`config.mk`:
```
export PLATFORM = sky130hd
export DESIGN_NAME = nw_merge_bridge
export DESIGN_NICKNAME = d
export VERILOG_FILES = /design/src/rtl/nwmb_pkg.sv /design/src/rtl/nwmb_lane_merge.sv /design/src/rtl/nwmb_shadow.sv /design/src/rtl/nw_merge_bridge.sv
export SDC_FILE = /design/constraint.sdc
export NUM_CORES = 1
export LEC_CHECK = 0
export BUFFER_PORTS_ARGS = -buffer_cell sky130_fd_sc_hd__buf_2
export CAP_MARGIN = 10
export CORE_MARGIN = 2
export CORE_UTILIZATION = 62
export DETAILED_ROUTE_END_ITERATION = 16
export PLACE_DENSITY = 0.9
export SYNTH_ARGS = -nofsm -noshare
export SYNTH_HDL_FRONTEND = slang
export SYNTH_SLANG_ARGS = --single-unit
```
`constraint.sdc`:
```
create_clock -name clk -period 7.4 [get_ports clk]
set_input_delay 1.85 -clock clk [delete_from_list [all_inputs] [get_ports clk]]
set_output_delay 1.85 -clock clk [all_outputs]
set_load 0.02 [all_outputs]
```
`src/rtl/nwmb_pkg.sv`:
```
package nwmb_pkg;

  typedef enum logic [2:0] {
    ST_IDLE,
    ST_RD,
    ST_WR,
    ST_FLB,
    ST_FLC
  } seq_st_t;

  typedef enum logic [1:0] {
    K_PLAIN,
    K_BLK,
    K_XFER,
    K_CMD
  } wr_kind_t;

endpackage

```
`src/rtl/nwmb_lane_merge.sv`:
```
module nwmb_lane_merge #(
  parameter int WORD_W = 32,
  parameter int HALF_W = 16,
  parameter int OFF_W  = 2
) (
  input  logic [WORD_W-1:0] base,
  input  logic [HALF_W-1:0] val,
  input  logic              is_half,
  input  logic [OFF_W-1:0]  off,
  output logic [WORD_W-1:0] merged
);
  localparam int SH_W   = $clog2(WORD_W);
  localparam int BYTE_W = 8;

  logic [SH_W-1:0]   sh;
  logic [WORD_W-1:0] mask;
  logic [WORD_W-1:0] ins;

  always_comb begin
    if (is_half) begin
      sh   = off[OFF_W-1] ? SH_W'(HALF_W) : '0;
      mask = WORD_W'({HALF_W{1'b1}}) << sh;
      ins  = WORD_W'(val) << sh;
    end else begin
      sh   = SH_W'(off) << 3;
      mask = WORD_W'({BYTE_W{1'b1}}) << sh;
      ins  = WORD_W'(val[BYTE_W-1:0]) << sh;
    end
    merged = (base & ~mask) | (ins & mask);
  end
endmodule

```
`src/rtl/nwmb_shadow.sv`:
```
module nwmb_shadow #(
  parameter int WORD_W = 32
) (
  input  logic              clk,
  input  logic              rst_n,
  input  logic              blk_ld,
  input  logic              blk_clr,
  input  logic              cmd_ld,
  input  logic              cmd_clr,
  input  logic [WORD_W-1:0] ld_word,
  output logic [WORD_W-1:0] blk_word,
  output logic              blk_vld,
  output logic [WORD_W-1:0] cmd_word,
  output logic              cmd_vld
);
  always_ff @(posedge clk) begin
    if (!rst_n) begin
      blk_word <= '0;
      blk_vld  <= 1'b0;
      cmd_word <= '0;
      cmd_vld  <= 1'b0;
    end else begin
      if (blk_ld) begin
        blk_word <= ld_word;
        blk_vld  <= 1'b1;
      end else if (blk_clr) begin
        blk_vld  <= 1'b0;
      end
      if (cmd_ld) begin
        cmd_word <= ld_word;
        cmd_vld  <= 1'b1;
      end else if (cmd_clr) begin
        cmd_vld  <= 1'b0;
      end
    end
  end
endmodule

```
`src/rtl/nw_merge_bridge.sv`:
```
module nw_merge_bridge
  import nwmb_pkg::*;
#(
  parameter int          ADDR_W    = 8,
  parameter int          WORD_W    = 32,
  parameter int          HALF_W    = 16,
  parameter int unsigned BLK_ADDR  = 'h04,
  parameter int unsigned XFER_ADDR = 'h0C,
  parameter int unsigned CMD_ADDR  = 'h0E
) (
  input  logic              clk,
  input  logic              rst_n,
  input  logic              h_valid,
  output logic              h_ready,
  input  logic [ADDR_W-1:0] h_addr,
  input  logic [HALF_W-1:0] h_wdata,
  input  logic              h_half,
  input  logic              h_we,
  output logic              h_err,
  output logic              d_req,
  output logic              d_we,
  output logic [ADDR_W-1:0] d_addr,
  output logic [WORD_W-1:0] d_wdata,
  input  logic [WORD_W-1:0] d_rdata,
  input  logic              d_rsp
);
  localparam int OFF_W = $clog2(WORD_W / 8);
  localparam logic [ADDR_W-1:0] AL_MASK  = ~ADDR_W'((1 << OFF_W) - 1);
  localparam logic [ADDR_W-1:0] BLK_WORD = ADDR_W'(BLK_ADDR) & AL_MASK;
  localparam logic [ADDR_W-1:0] CMD_WORD = ADDR_W'(CMD_ADDR) & AL_MASK;
  localparam logic [ADDR_W-1:0] XFER_A   = ADDR_W'(XFER_ADDR);
  localparam logic [ADDR_W-1:0] CMD_A    = ADDR_W'(CMD_ADDR);

  seq_st_t           st;
  wr_kind_t          in_kind, r_kind;
  logic [ADDR_W-1:0] r_addr;
  logic [HALF_W-1:0] r_data;
  logic              r_half;
  logic [WORD_W-1:0] wr_word;

  logic              acc, misalign, take;
  logic [ADDR_W-1:0] h_al, r_al;

  logic [WORD_W-1:0] m_base, m_out;
  logic [HALF_W-1:0] m_val;
  logic              m_half;
  logic [OFF_W-1:0]  m_off;

  logic              blk_ld, blk_clr, cmd_ld, cmd_clr;
  logic [WORD_W-1:0] sh_blk, sh_cmd;
  logic              blk_vld, cmd_vld;

  assign h_ready  = (st == ST_IDLE);
  assign acc      = h_valid & h_ready;
  assign misalign = h_half & h_addr[0];
  assign take     = acc & h_we & ~misalign;
  assign h_al     = h_addr & AL_MASK;
  assign r_al     = r_addr & AL_MASK;

  // classify the incoming write by address
  always_comb begin
    in_kind = K_PLAIN;
    if (h_half) begin
      if (h_al == BLK_WORD)    in_kind = K_BLK;
      else if (h_addr == XFER_A) in_kind = K_XFER;
      else if (h_addr == CMD_A)  in_kind = K_CMD;
    end
  end

  // one lane merger shared by every path; the base word depends on phase
  always_comb begin
    if (st == ST_IDLE) begin
      m_base = sh_blk;
      m_val  = h_wdata;
      m_half = h_half;
      m_off  = h_addr[OFF_W-1:0];
    end else begin
      m_base = (st == ST_FLC) ? sh_cmd : d_rdata;
      m_val  = r_data;
      m_half = r_half;
      m_off  = r_addr[OFF_W-1:0];
    end
  end

  nwmb_lane_merge #(.WORD_W(WORD_W), .HALF_W(HALF_W), .OFF_W(OFF_W)) u_merge (
    .base(m_base), .val(m_val), .is_half(m_half), .off(m_off), .merged(m_out)
  );

  assign blk_ld  = (take && in_kind == K_BLK && blk_vld) ||
                   (st == ST_RD && d_rsp && r_kind == K_BLK);
  assign cmd_ld  = (st == ST_RD && d_rsp && r_kind == K_XFER);
  assign blk_clr = (st == ST_FLB && d_rsp);
  assign cmd_clr = (st == ST_FLC && d_rsp);

  nwmb_shadow #(.WORD_W(WORD_W)) u_shadow (
    .clk(clk), .rst_n(rst_n),
    .blk_ld(blk_ld), .blk_clr(blk_clr), .cmd_ld(cmd_ld), .cmd_clr(cmd_clr),
    .ld_word(m_out),
    .blk_word(sh_blk), .blk_vld(blk_vld), .cmd_word(sh_cmd), .cmd_vld(cmd_vld)
  );

  // sequencer
  always_ff @(posedge clk) begin
    if (!rst_n) begin
      st      <= ST_IDLE;
      r_kind  <= K_PLAIN;
      r_addr  <= '0;
      r_data  <= '0;
      r_half  <= 1'b0;
      wr_word <= '0;
      h_err   <= 1'b0;
    end else begin
      h_err <= acc & h_we & misalign;
      unique case (st)
        ST_IDLE: if (take) begin
          r_kind <= in_kind;
          r_addr <= h_addr;
          r_data <= h_wdata;
          r_half <= h_half;
          unique case (in_kind)
            K_BLK:   st <= blk_vld ? ST_IDLE : ST_RD;
            K_CMD:   st <= blk_vld ? ST_FLB : ST_FLC;
            default: st <= ST_RD;
          endcase
        end
        ST_RD: if (d_rsp) begin
          if (r_kind == K_PLAIN) begin
            wr_word <= m_out;
            st      <= ST_WR;
          end else begin
            st <= ST_IDLE;
          end
        end
        ST_WR:   if (d_rsp) st <= ST_IDLE;
        ST_FLB:  if (d_rsp) st <= ST_FLC;
        ST_FLC:  if (d_rsp) st <= ST_IDLE;
        default: st <= ST_IDLE;
      endcase
    end
  end

  assign d_req = (st != ST_IDLE);
  assign d_we  = (st == ST_WR) || (st == ST_FLB) || (st == ST_FLC);

  always_comb begin
    unique case (st)
      ST_FLB: begin d_addr = BLK_WORD; d_wdata = sh_blk;  end
      ST_FLC: begin d_addr = CMD_WORD; d_wdata = m_out;   end
      ST_WR:  begin d_addr = r_al;     d_wdata = wr_word; end
      ST_RD:  begin d_addr = r_al;     d_wdata = '0;      end
      default: begin d_addr = '0;      d_wdata = '0;      end
    endcase
  end

  logic unused_ok;
  assign unused_ok = cmd_vld;
endmodule

```
Word-level counts from Yosys, hierarchy flattened
Cells that the tools add are included.
W data, S select, Z words.
- shift operators: 4
- equality and inequality tests: 15
- muxes and demuxes: 25
- bitwise gates (word level): 10
- reduce and logical (&&, ||, !) cells: 18
- operators by type and width (kind ; count):
    $mux W32 ; 4
    $pmux W32 S3 ; 1
    $and A32 B32 Y32 ; 2
    $not A32 Y32 ; 1
    $or A32 B32 Y32 ; 1
    $shl A16 B5 Y32 ; 1
    $shl A16 B5 Y32 const A ; 1
    $shl A8 B5 Y32 ; 1
    $shl A8 B5 Y32 const A ; 1
    $pmux W8 S3 ; 1
    $eq A8 B4 Y1 const B ; 2
    $mux W16 ; 1
    $mux W3 ; 5
    $mux W2 ; 6
    $pmux W3 S4 ; 1
    $eq A3 B2 Y1 const B ; 2
    $eq A6 B1 Y1 const B ; 1
    $logic_and A1 B1 Y1 ; 6
    $pmux W3 S2 ; 1
    $and A1 B1 Y1 ; 5
    $mux W5 ; 1
    $eq A2 B1 Y1 const B ; 2
    $eq A2 B2 Y1 const B ; 2
    $mux W1 ; 4
    other kinds (14) ; 19
- output and inout bits: 44
- bits of input ports: 62
- flip-flop bits (word level): 128
- word-level logic and storage cells: 82

Longest topological paths before layout
- depth after elaboration: 10
- gate-level depth with buffers: 11
- gate-level depth less buffers: 6

Hierarchy
Synthesis repeated with hierarchy kept, for this count alone.
- cells, all modules: 841
- area, all modules: 7124.3 sq um
- modules (own cells, without submodules) (module ; area each (sq um) ; instances ; sequential area each (sq um) ; cells each):
    nw_merge_bridge ; 4056.4 ; 1 ; 1261.2 ; 562
    nwmb_shadow ; 2565.0 ; 1 ; 1321.3 ; 213
    nwmb_lane_merge ; 503.0 ; 1 ; 0.0 ; 66

Worst setup path after synthesis
No wires, ideal clock.
- path kind: in2out
- from: input port h_addr[0]
- to: output port d_wdata[0]
- required time: 5.550 ns
- path buffers: 1
- arrival: 3.300 ns
- slack: 2.250 ns
- cell stages on the path: 5
- path through: clkbuf_1 -> nand3_1 -> o311ai_2 -> mux2_2 -> o21ai_0
- longest elaborated chain between the ends: 7
- elaborated cells between the ends (all ways): 10
- classes of those cells: shift: 2; mux: 4; bitwise: 4
- RTL lines (element ; line ; RTL):
    start: declaration ; nw_merge_bridge.sv:15 ; input logic [ADDR_W-1:0] h_addr,
    $mux W2 * ; nw_merge_bridge.sv:72 ; if (st == ST_IDLE) begin
    $shl A8 B5 Y32 ; nwmb_lane_merge.sv:26 ; mask = WORD_W'({BYTE_W{1'b1}}) << sh;
    $mux W32 ; nwmb_lane_merge.sv:20 ; if (is_half) begin
    $not A32 Y32 ; nwmb_lane_merge.sv:29 ; merged = (base & ~mask) | (ins & mask);
    $and A32 B32 Y32 ; nwmb_lane_merge.sv:29 ;
    $or A32 B32 Y32 * ; nwmb_lane_merge.sv:29 ;
    $pmux W32 S3 * ; nw_merge_bridge.sv:146 ; unique case (st)
    end: declaration ; nw_merge_bridge.sv:23 ; output logic [WORD_W-1:0] d_wdata,
Mark *: on every way between the ends. The rest lies on a longest branch, timed or not.

Final worst setup path
- from: register st[1]
- to: output port d_wdata[0]
- longest elaborated chain between the ends: 9
- elaborated cells between the ends (all ways): 21
- classes of those cells: eq/ne: 3; shift: 4; mux: 9; bitwise: 4; reduce/logical: 1
- RTL lines (element ; line ; RTL):
    start: declaration ; nw_merge_bridge.sv:34 ; seq_st_t st;
    start signal: assignment ; nw_merge_bridge.sv:121 ; K_BLK: st <= blk_vld ? ST_IDLE : ST_RD;
    start signal: assignment ; nw_merge_bridge.sv:122 ; K_CMD: st <= blk_vld ? ST_FLB : ST_FLC;
    $logic_not A3 Y1 ; nw_merge_bridge.sv:72 ;
    $mux W2 ; nw_merge_bridge.sv:72 ;
    $mux W5 ; nwmb_lane_merge.sv:21 ; sh = off[OFF_W-1] ? SH_W'(HALF_W) : '0;
    $shl A16 B5 Y32 ; nwmb_lane_merge.sv:22 ; mask = WORD_W'({HALF_W{1'b1}}) << sh;
    $mux W32 ; nwmb_lane_merge.sv:20 ;
    $not A32 Y32 ; nwmb_lane_merge.sv:29 ;
    $and A32 B32 Y32 ; nwmb_lane_merge.sv:29 ;
    $or A32 B32 Y32 ; nwmb_lane_merge.sv:29 ;
    $pmux W32 S3 * ; nw_merge_bridge.sv:146 ;
Marks and branches as above.

==> reports/results.txt <==
result of the run - completed
Top Metal Used - met4
first drt pass iteration count - 5
Layout area overhead - 14.3%
Max transition margin - 25.6%
DRT antenna net count - 0
syn avg cell area - 8.07 um2
maximum resistive drop on vdd - 0.277 mV
Wirelength per Cell - 19.8 um
Final Worst Setup Slack - 0.925 ns
count of endpoints failing setup in the final report - 0
insertion delay to the later sink of the worst-skew pair - 0.54 ns
H-tree depth - 4
clock sinks - 128
critical path type - flip-flop to output port
antenna cells - 0
CP startpoint kind - flip-flop
Final Wtd Congestion - 0.958
overflow left after global routing - 0
wire length on met3 - 2390 um
pin count of the biggest net entering global routing - 125
RSZ-0062 raised after global routing - false
Netlist cell types - 48
top post-synthesis cells by area - sky130_fd_sc_hd__dfxtp_1 37%, sky130_fd_sc_hd__mux2i_1 11%, sky130_fd_sc_hd__o21ai_0 7.1%, sky130_fd_sc_hd__a21oi_1 6.9%, sky130_fd_sc_hd__nand2_1 6.4%
share of the core filled with cells in the final layout - 72.8%
net total in the final layout - 970
initial detailed-routing violation count - 953
max_cap viols - 0
I/O pin cnt - 106
post-cts repair resize count - 0
power per cell area - 332 nW/um2
Tmin final - 6.47 ns
floorplan die width - 110 um
Initial Utilization - 63.7%
crit-path max cell delay - 0.87 ns
worst clock skew on the final layout - 0.00789 ns
parity-gate share of the synthesized area counting xor and xnor cells - 0.253%
post-route total power - 2.63 mW
DP Worst Slack - 1.61 ns
number of rows created at floorplan - 38
hold slack - 0.465 ns
final number of max-transition violations - 0
simple-gate area share of the yosys netlist - 13.0%
cell at the root of the clock tree - sky130_fd_sc_hd__clkbuf_8
die area - 12,000 um2
wire length on met2 - 9550 um
Primary FF master, synth - sky130_fd_sc_hd__dfxtp_1
dominant combinational cell family by area after synthesis - compound AO/OA/AOI/OAI gates
number of buffers between clock root and the deepest sink - 2
count of buffers from port buffering - 103
ys async rst share - 0%
Data required, critical path - 5.55 ns
most common cell after layout, fill and taps aside - sky130_fd_sc_hd__dfxtp_1
layout cell share with drive strength beyond 1 - 19.8%
Post-CTS Setup Inserts - 0
pin slew with the least headroom to its limit - 1.12 ns
setup TNS - 0 ns
via count of the first global-routing pass - 6,379
Clock transition at path regs - 0.06 ns
vias after detailed routing - 7,097
initial antenna violation count - 0
leakage dissipation - 3.07 nW
kind of capture point of the worst setup path - output port
count of synthesis-stage warnings from yosys - 0
Detailed Place HPWL - 13,000 um
hold violation count in the final report - 0
sequence of cells on the critical path - or3_1, inv_2, mux2i_4, o311ai_2, mux2_2, o21ai_0, buf_2
number of enable flip-flop cells after synthesis - 0
met1 wire length - 8470 um
fraction of the cycle the final worst path needs - 87.5%
cell area after technology mapping - 6930 um2
max frequency - 154 MHz
detail-routed via count per cell - 6.69
share of the synthesized area in compound gates (AO/OA/AOI/OAI) - 28.7%
number of buffers created by CTS - 17
arrival time worst endpoint - 4.62 ns
leading cell types in the layout, fill and taps excluded - 126 x sky130_fd_sc_hd__dfxtp_1, 119 x sky130_fd_sc_hd__nand2_1, 102 x sky130_fd_sc_hd__buf_2, 99 x sky130_fd_sc_hd__o21ai_0, 96 x sky130_fd_sc_hd__a21oi_1
total wirelength of the detailed-routed design - 21,000 um
CTS tree - yes
class of the tightest hold or removal check - flip-flop to flip-flop
share of Yosys cell area claimed by the top area cell type - 37.0%
number of register bits inferred by synthesis - 128
largest fanout of any net on the critical path - 47
area share of fa/ha/maj cells after synthesis - 0%
DRC violation count after routing - 0
total routing resource utilization after global routing - 35.3%
Worst path slowest cell - sky130_fd_sc_hd__inv_2
gate count of the mapped netlist - 859
cts-stage hold buffer count - 0
proportion of synthesized chip area in sequential cells - 37.0%
area of the placeable core - 10,900 um2
fraction of synthesized area in multiplexers - 15.7%
library cell with the largest summed area after synthesis - sky130_fd_sc_hd__dfxtp_1
height of the die - 110 um
wire length of the first global-routing pass - 32,500 um
==> synth_stat cells, types with 2 or more instances <==
| master | number |
|---|---|
| sky130_fd_sc_hd__and2_1 | 5 |
| sky130_fd_sc_hd__dfxtp_1 | 128 |
| sky130_fd_sc_hd__buf_2 | 17 |
| sky130_fd_sc_hd__nand2b_1 | 11 |
| sky130_fd_sc_hd__nand3b_1 | 4 |
| sky130_fd_sc_hd__buf_4 | 6 |
| sky130_fd_sc_hd__nor4_1 | 2 |
| sky130_fd_sc_hd__o31ai_1 | 10 |
| sky130_fd_sc_hd__o21ai_1 | 2 |
| sky130_fd_sc_hd__xnor2_1 | 2 |
| sky130_fd_sc_hd__o21ai_0 | 99 |
| sky130_fd_sc_hd__mux2i_1 | 75 |
| sky130_fd_sc_hd__inv_1 | 4 |
| sky130_fd_sc_hd__or3_1 | 2 |
| sky130_fd_sc_hd__clkbuf_1 | 52 |
| sky130_fd_sc_hd__buf_1 | 6 |
| sky130_fd_sc_hd__and3_1 | 2 |
| sky130_fd_sc_hd__a22oi_1 | 7 |
| sky130_fd_sc_hd__mux2_2 | 28 |
| sky130_fd_sc_hd__nand3_1 | 2 |
| sky130_fd_sc_hd__nor2_1 | 40 |
| sky130_fd_sc_hd__nand2_1 | 119 |
| sky130_fd_sc_hd__nor3b_1 | 9 |
| sky130_fd_sc_hd__and3b_1 | 2 |
| sky130_fd_sc_hd__a21boi_0 | 26 |
| sky130_fd_sc_hd__a21oi_1 | 96 |
| sky130_fd_sc_hd__o21a_1 | 2 |
| sky130_fd_sc_hd__a221oi_1 | 7 |
| sky130_fd_sc_hd__a211o_1 | 8 |
| sky130_fd_sc_hd__o22ai_1 | 68 |
==> worst paths after layout <==
kind	from	to	slack, ns	cells past startpoint
worst max-delay path	st[1]	d_wdata[0]	0.93	7
worst min-delay path	r_addr[3]	r_addr[3]	0.46	2
worst max register to register	st[1]	u_shadow.blk_word[27]	3.41	6
worst min register to register	r_addr[3]	r_addr[3]	0.46	2
==> final cells by class <==
class	instances	area [um2]
multi-input cells	646	4020
well taps	140	175
fillers	806	2960
flip-flops and latches	128	2560
clock inverters	14	158
clock buffers	18	418
repair buffers	110	571
inverters	5	18.8
==> metrics by stage <==
step / instances / cell area (um2)
floorplan: 860 / 6940
global placement: 1029 / 7350
detailed placement: 1029 / 7350
CTS: 1061 / 7930
global route: 1061 / 7930
finish: 1061 / 7930
==> report_power, final <==
part	switching, mW	total, mW	internal, mW
logic	0.685	1.03	0.349
clock network	0.335	0.820	0.485
registers	0.0405	0.777	0.737
==> critical path: cells and delay by family, from the launching register on <==
family | cells | cell delay, ns
DFF | 1 | 0.52
AOI/OAI and AO/OA | 2 | 0.61
muxes | 2 | 1.07
buffers and inverters | 2 | 1.07
and+or+nand+nor | 1 | 0.79
==> cell families after synthesis <==
logic type                Yosys count
muxes                             104
AOI/OAI and AO/OA                 334
buffers and inverters              86
and+or+nand+nor                   204
DFF                               128
other                               1
xor gates and xnor gates            2
==> sequential cells by signal, summed over array words and instances, names as in the netlist <==
name	flops
h_err	1
u_shadow.blk_word	32
u_shadow.blk_vld	1
u_shadow.cmd_word	32
r_half	1
r_data	16
wr_word	32
r_kind	2
r_addr	8
st	3
==> per-layer routing <==
| metal | vias up | track usage [%] |
|---|---|---|
| met1 | 3291 | 47.6 |
| met3 | 63 | 8.54 |
| met4 | 0 | 15.4 |
| li1 | 3223 | - |
| met5 | - | 0 |
| met2 | 520 | 53.6 |
Note: power is estimated with default switching activity, not from simulation.
